### src/rtl/pad_pull_pkg.sv
package pad_pull_pkg;

    typedef enum logic [1:0] {
        PULL_NONE = 2'b00,
        PULL_DOWN = 2'b01,
        PULL_UP   = 2'b10,
        PULL_RSVD = 2'b11
    } pull_mode_e;

    typedef enum logic [1:0] {
        PH_OPEN = 2'b00,
        PH_HOLD = 2'b01,
        PH_HELD = 2'b10
    } strobe_phase_e;

endpackage

### src/rtl/pad_pull_timer.sv
// Saturating interval counter: restart loads 1, then it counts up to LIMIT.
module pad_pull_timer #(
    parameter int LIMIT = 150
) (
    input  logic clk,
    input  logic rst_n,
    input  logic restart,
    output logic done,
    output logic last
);
    localparam int CW = $clog2(LIMIT + 1);

    logic [CW-1:0] cnt_q;

    always_ff @(posedge clk or negedge rst_n) begin
        if (!rst_n) begin
            cnt_q <= CW'(LIMIT);
        end else if (restart) begin
            cnt_q <= CW'(1);
        end else if (cnt_q != CW'(LIMIT)) begin
            cnt_q <= cnt_q + CW'(1);
        end
    end

    assign done = (cnt_q == CW'(LIMIT));
    assign last = (cnt_q == CW'(LIMIT - 1));
endmodule

### src/rtl/pad_pull_latch.sv
// One pad: its strobe bit and its latched pull field.
module pad_pull_latch
    import pad_pull_pkg::*;
(
    input  logic       clk,
    input  logic       rst_n,
    input  logic       word_hit,
    input  logic       word_bit,
    input  logic       setup_ok,
    input  pull_mode_e mode,
    output logic       strobe_q,
    output logic       strobe_d,
    output logic       rise,
    output logic       setup_miss,
    output logic       rsvd_hit,
    output logic [1:0] field
);
    logic capture;

    assign strobe_d   = word_hit ? word_bit : strobe_q;
    assign rise       = strobe_d & ~strobe_q;
    assign setup_miss = rise & ~setup_ok;
    assign rsvd_hit   = rise & setup_ok & (mode == PULL_RSVD);
    assign capture    = rise & setup_ok & (mode != PULL_RSVD);

    always_ff @(posedge clk or negedge rst_n) begin
        if (!rst_n) begin
            strobe_q <= 1'b0;
            field    <= 2'b00;
        end else begin
            strobe_q <= strobe_d;
            if (capture) begin
                field <= mode;
            end
        end
    end
endmodule

### src/rtl/pad_pull_seq.sv
module pad_pull_seq
    import pad_pull_pkg::*;
#(
    parameter int NUM_PINS  = 54,
    parameter int WORD_W    = 32,
    parameter int ADDR_W    = 8,
    parameter int MODE_ADDR = 37,
    parameter int STRB_ADDR = 38,
    parameter int SETUP_CYC = 150,
    parameter int HOLD_CYC  = 150
) (
    input  logic                  clk,
    input  logic                  rst_n,
    input  logic                  wr_en,
    input  logic [ADDR_W-1:0]     wr_addr,
    input  logic [WORD_W-1:0]     wr_data,
    output logic [2*NUM_PINS-1:0] pull_state,
    output logic                  setup_viol,
    output logic                  hold_viol,
    output logic                  rsvd_err
);
    localparam int NUM_WORDS = (NUM_PINS + WORD_W - 1) / WORD_W;

    pull_mode_e      mode_q;
    logic            mode_wr;
    logic            setup_ok;
    logic            setup_last;
    logic            hold_done;
    logic            hold_last;
    logic [NUM_PINS-1:0] strobe_q, strobe_d, rise_v, miss_v, rsvd_v;
    logic [NUM_WORDS-1:0] word_hit;
    logic            any_rise, any_strobe_d, hold_breach;
    strobe_phase_e   phase_q, phase_d;

    // ---------------- write decode ----------------
    assign mode_wr = wr_en && (wr_addr == ADDR_W'(MODE_ADDR));

    for (genvar w = 0; w < NUM_WORDS; w++) begin : g_word
        assign word_hit[w] = wr_en && (wr_addr == ADDR_W'(STRB_ADDR + w));
    end

    always_ff @(posedge clk or negedge rst_n) begin
        if (!rst_n) begin
            mode_q <= PULL_NONE;
        end else if (mode_wr) begin
            mode_q <= pull_mode_e'(wr_data[1:0]);
        end
    end

    // ---------------- interval timers ----------------
    pad_pull_timer #(.LIMIT(SETUP_CYC)) u_setup_tmr (
        .clk(clk), .rst_n(rst_n), .restart(mode_wr),
        .done(setup_ok), .last(setup_last)
    );

    pad_pull_timer #(.LIMIT(HOLD_CYC)) u_hold_tmr (
        .clk(clk), .rst_n(rst_n), .restart(any_rise),
        .done(hold_done), .last(hold_last)
    );

    // ---------------- per-pad latches ----------------
    for (genvar i = 0; i < NUM_PINS; i++) begin : g_pad
        localparam int WIDX = i / WORD_W;
        localparam int BIDX = i % WORD_W;
        pad_pull_latch u_pad (
            .clk        (clk),
            .rst_n      (rst_n),
            .word_hit   (word_hit[WIDX]),
            .word_bit   (wr_data[BIDX]),
            .setup_ok   (setup_ok),
            .mode       (mode_q),
            .strobe_q   (strobe_q[i]),
            .strobe_d   (strobe_d[i]),
            .rise       (rise_v[i]),
            .setup_miss (miss_v[i]),
            .rsvd_hit   (rsvd_v[i]),
            .field      (pull_state[2*i +: 2])
        );
    end

    assign any_rise     = |rise_v;
    assign any_strobe_d = |strobe_d;

    // ---------------- strobe phase machine ----------------
    always_ff @(posedge clk or negedge rst_n) begin
        if (!rst_n) begin
            phase_q <= PH_OPEN;
        end else begin
            phase_q <= phase_d;
        end
    end

    always_comb begin
        phase_d     = phase_q;
        hold_breach = 1'b0;
        unique case (phase_q)
            PH_OPEN: begin
                if (any_rise) phase_d = PH_HOLD;
            end
            PH_HOLD: begin
                hold_breach = mode_wr;
                if (any_rise)          phase_d = PH_HOLD;
                else if (!any_strobe_d) phase_d = PH_OPEN;
                else if (hold_last)     phase_d = PH_HELD;
            end
            PH_HELD: begin
                if (any_rise)          phase_d = PH_HOLD;
                else if (!any_strobe_d) phase_d = PH_OPEN;
            end
            default: phase_d = PH_OPEN;
        endcase
    end

    // ---------------- sticky flags ----------------
    always_ff @(posedge clk or negedge rst_n) begin
        if (!rst_n) begin
            setup_viol <= 1'b0;
            hold_viol  <= 1'b0;
            rsvd_err   <= 1'b0;
        end else begin
            if (|miss_v)     setup_viol <= 1'b1;
            if (hold_breach) hold_viol  <= 1'b1;
            if (|rsvd_v)     rsvd_err   <= 1'b1;
        end
    end

endmodule

### config.mk
export PLATFORM = sky130hd
export DESIGN_NAME = pad_pull_seq
export DESIGN_NICKNAME = d
export VERILOG_FILES = /design/src/rtl/pad_pull_pkg.sv /design/src/rtl/pad_pull_timer.sv /design/src/rtl/pad_pull_latch.sv /design/src/rtl/pad_pull_seq.sv
export SDC_FILE = /design/constraint.sdc
export NUM_CORES = 1
export LEC_CHECK = 0
export ABC_CLOCK_PERIOD_IN_PS = 6050
export BUFFER_PORTS_ARGS = -buffer_cell sky130_fd_sc_hd__buf_2
export CAP_MARGIN = 20
export CORE_AREA = 2 2 120 122
export CTS_BUF_LIST = sky130_fd_sc_hd__clkbuf_2
export DETAILED_ROUTE_END_ITERATION = 7
export DIE_AREA = 0 0 122 124
export PLACE_DENSITY_LB_ADDON = 0.25
export REMOVE_ABC_BUFFERS = 1
export SYNTH_ARGS = -nofsm -noshare
export SYNTH_HDL_FRONTEND = slang
export SYNTH_SLANG_ARGS = --single-unit
### constraint.sdc
create_clock -name clk -period 6.05 [get_ports clk]
set_input_delay 0.3025 -clock clk [delete_from_list [all_inputs] [get_ports clk]]
set_output_delay 0.3025 -clock clk [all_outputs]
set_load 0.005 [all_outputs]
==> metrics <==
status=completed; Post-Syn Area per Cell=13.03 um2; Layout Skew=roughly 0.032 ns; Leak=around 5.2 nW; clk buf depth=2; Hold Path Class=input port to flop; Mapped Area=0.008115 mm2; # port buffers=~150; CP Class=flop to flop; CP Launch Point=u_setup_tmr.cnt_q[1]$_DFFE_PN1P_; total core area=around 0.014 mm2; commonest cells after routing, fill and taps aside=dfrtp_1, mux2_2, buf_2, nor2_1, dlygate4sd3_1; post-CTS sizing=0; Reg2Reg Launch Point=u_setup_tmr.cnt_q[1]$_DFFE_PN1P_; Die ar.=around 0.015 mm2; Rel. slew slack=a little under two fifths; Final Cycle Share=around 47%; DR iter-0 viols=286; Nets=859; max-cap violation count=0; CP Max Fanout=25; ys async rst share=100.0%; DP HPWL=between 10000 and 15000 um; global-route wire length before repair=between 20000 and 30000 um; Die Wd=roughly 120 um; # diodes=0; Worst Hold Launch=wr_addr[0]; critical path cell sequence=ha_1 -> and4bb_1 -> nand4b_4 -> a21oi_4 -> nand2_2 -> nor3b_1 -> mux2_2; Row Count=between 40 and 50; Layout fillers=1004; WP data required=6.72 ns; Mapped Cells=between 600 and 700; vias in the first global route=approximately 5800; endpoint class of the critical path=flop; unrepaired setup endpoints after global routing=no; Root Buffer=clkbuf_2; top_reg_cell synth=dfrtp_1; crit-path leading delay family=simple AND/OR/NAND/NOR gates; startpoint types=flop; GR Util met1=between 30% and 40%; Crit path largest cell delay=0.63 ns; ANT nets after route=0; Worst Max-Slew Pin Slew=approximately 0.94 ns; Ports=approximately 150; final setup vio count=0; crit path DAT=between 3 and 4 ns; internal reg-to-reg setup slack=3.21 ns; Worst-Skew Late Latency=~0.76 ns; area grow syn2layout=18.70%; setup TNS=0 ns; Remaining DRCs=0; initial core utilization=approximately three fifths; Ys Warns=0; largest net degree at the start of global routing=between 100 and 150; Total GRT Usage=about a quarter; register area=~0.0046 mm2; Die Y=124 um; Worst VDD drop=between 0.1 and 0.15 mV; max-slew violation count=0; Yosys reg bits=185; hold slack=between 0.15 and 0.2 ns; FMAX=~350 MHz; clock sinks=185; GP Congestion=0.8334; post-synthesis sequential area ratio=57.17%; Pre-Repair DR Iteration Count=4; CTS tree=yes; clock transition at the registers of the reported paths=roughly 0.24 ns; Via density=~5.6; most common cell after layout, fill and taps aside=dfrtp_1; slowest CP cell=dfstp_2; Post-Route WL=about 18000 um; CP bufs+invs=0; CTS Hold Buffers Added=35; share of cells above drive strength 1=approximately 45%; post-CTS setup repair buffer count=0; final total power=between 2 and 2.5 mW; unique cell type count in the Yosys netlist=47; H-tree lvl count=4; Post-synth EDFFs=0; Final Hold Fails=0; minimum clock period=around 2.8 ns; met2 Track Usage GR=roughly 43%; total gr overflow=0; initial antenna violation count=0; routed wire length per instance=18.16 um; cts bufs inserted=17; met3 Use GR=under 10%; Vias=5625; GRT Max-Usage Layer=met2; area of the multi-input gates=around 0.0033 mm2; Pwr Density=roughly 230 mW/mm2
cells in the mapped netlist, types with 8 or more instances:
cell type / instances / area [um2]
and3_1: 11 / 68.82
clkbuf_1: 17 / 63.81
dfrtp_1: 177 / 4429
dfstp_2: 8 / 210.2
inv_1: 15 / 56.30
mux2_2: 157 / 1768
nand2_1: 11 / 41.29
nand2b_1: 29 / 181.4
nand3_1: 10 / 50.05
nand4_1: 11 / 68.82
nor2_1: 41 / 153.9
nor2b_1: 24 / 150.1
nor4_1: 22 / 137.6
o21ai_0: 9 / 45.04
xor2_1: 8 / 70.07
per-stage QoR:
stage	cell area, um2	utilization [%]	setup slack [ns]	std cells
final	9633	70.21	3.209	1004
after global routing	9633	70.21	3.058	1004
after CTS	9578	69.81	3.197	1002
after detailed placement	9034	65.85	2.984	935
after global placement	9034	65.85	3.067	935
after floorplan	7999	-	3.503	597
kinds of logic (layout without fill, tap and decap cells):
kind of cell | count (synthesis) | in the layout | synth area share (%)
AOI/OAI and AO/OA | 28 | 28 | 2.498
muxes | 158 | 158 | 21.91
buffers and inverters | 41 | 242 | 2.128
xor gates and xnor gates | 12 | 12 | 1.295
DFF | 185 | 185 | 57.17
and+or+nand+nor | 194 | 194 | 14.23
adders and majority gates | 5 | 5 | 0.7709
power by group:
group | switching, mW | internal [mW] | total (mW)
Clock | 0.389 | 0.154 | 0.543
Sequential | 0.0789 | 1.33 | 1.41
Combinational | 0.135 | 0.119 | 0.255
Total | 0.603 | 1.60 | 2.20
path summary, 6_finish.rpt:
kind,cells after the start,to
worst max-delay path,7,g_pad[17].u_pad.field[0]$_DFFE_PN0P_
min in group asynchronous,2,g_pad[44].u_pad.field[1]$_DFFE_PN0P_
worst max register to register,7,g_pad[17].u_pad.field[0]$_DFFE_PN0P_
worst min-delay path,4,g_pad[32].u_pad.strobe_q$_DFF_PN0_
max in group asynchronous,4,g_pad[20].u_pad.strobe_q$_DFF_PN0_
worst min register to register,1,setup_viol$_DFFE_PN0P_
registers in the layout, indices dropped and copies added, names as in the netlist:
| signal | count |
|---|---|
| phase_q | 2 |
| mode_q | 2 |
| u_hold_tmr.cnt_q | 8 |
| u_setup_tmr.cnt_q | 8 |
| g_pad.u_pad.field | 108 |
| setup_viol | 1 |
| hold_viol | 1 |
| g_pad.u_pad.strobe_q | 54 |
| rsvd_err | 1 |
layout make-up:
type	instances	share of cell area, %
flip-flops and latches	185	48.16
multi-input cells	397	34.29
repair buffers	195	12.61
well taps	180	2.338
clock buffers	23	1.195
clock inverters	9	0.8183
inverters	15	0.5845
worst register-to-register path, delay by kind of cell, from the launching register on:
family / cells / cell delay, ns
AND/OR/NAND/NOR: 4 / 1.28
flip-flops: 1 / 0.63
multiplexers: 1 / 0.38
AO/OA/AOI/OAI: 1 / 0.30
adder cells (fa/ha/maj): 1 / 0.17
routing by layer:
layer  share of wire [%]  routed length (um)  up-vias
met5                   0                   0        -
met4                 1.4                 259        0
met3                 4.5                 828       23
met2                  50                9173      153
met1                  44                7972     2849
li1                    -                   -     2600
(Power assumes the default switching activity.)
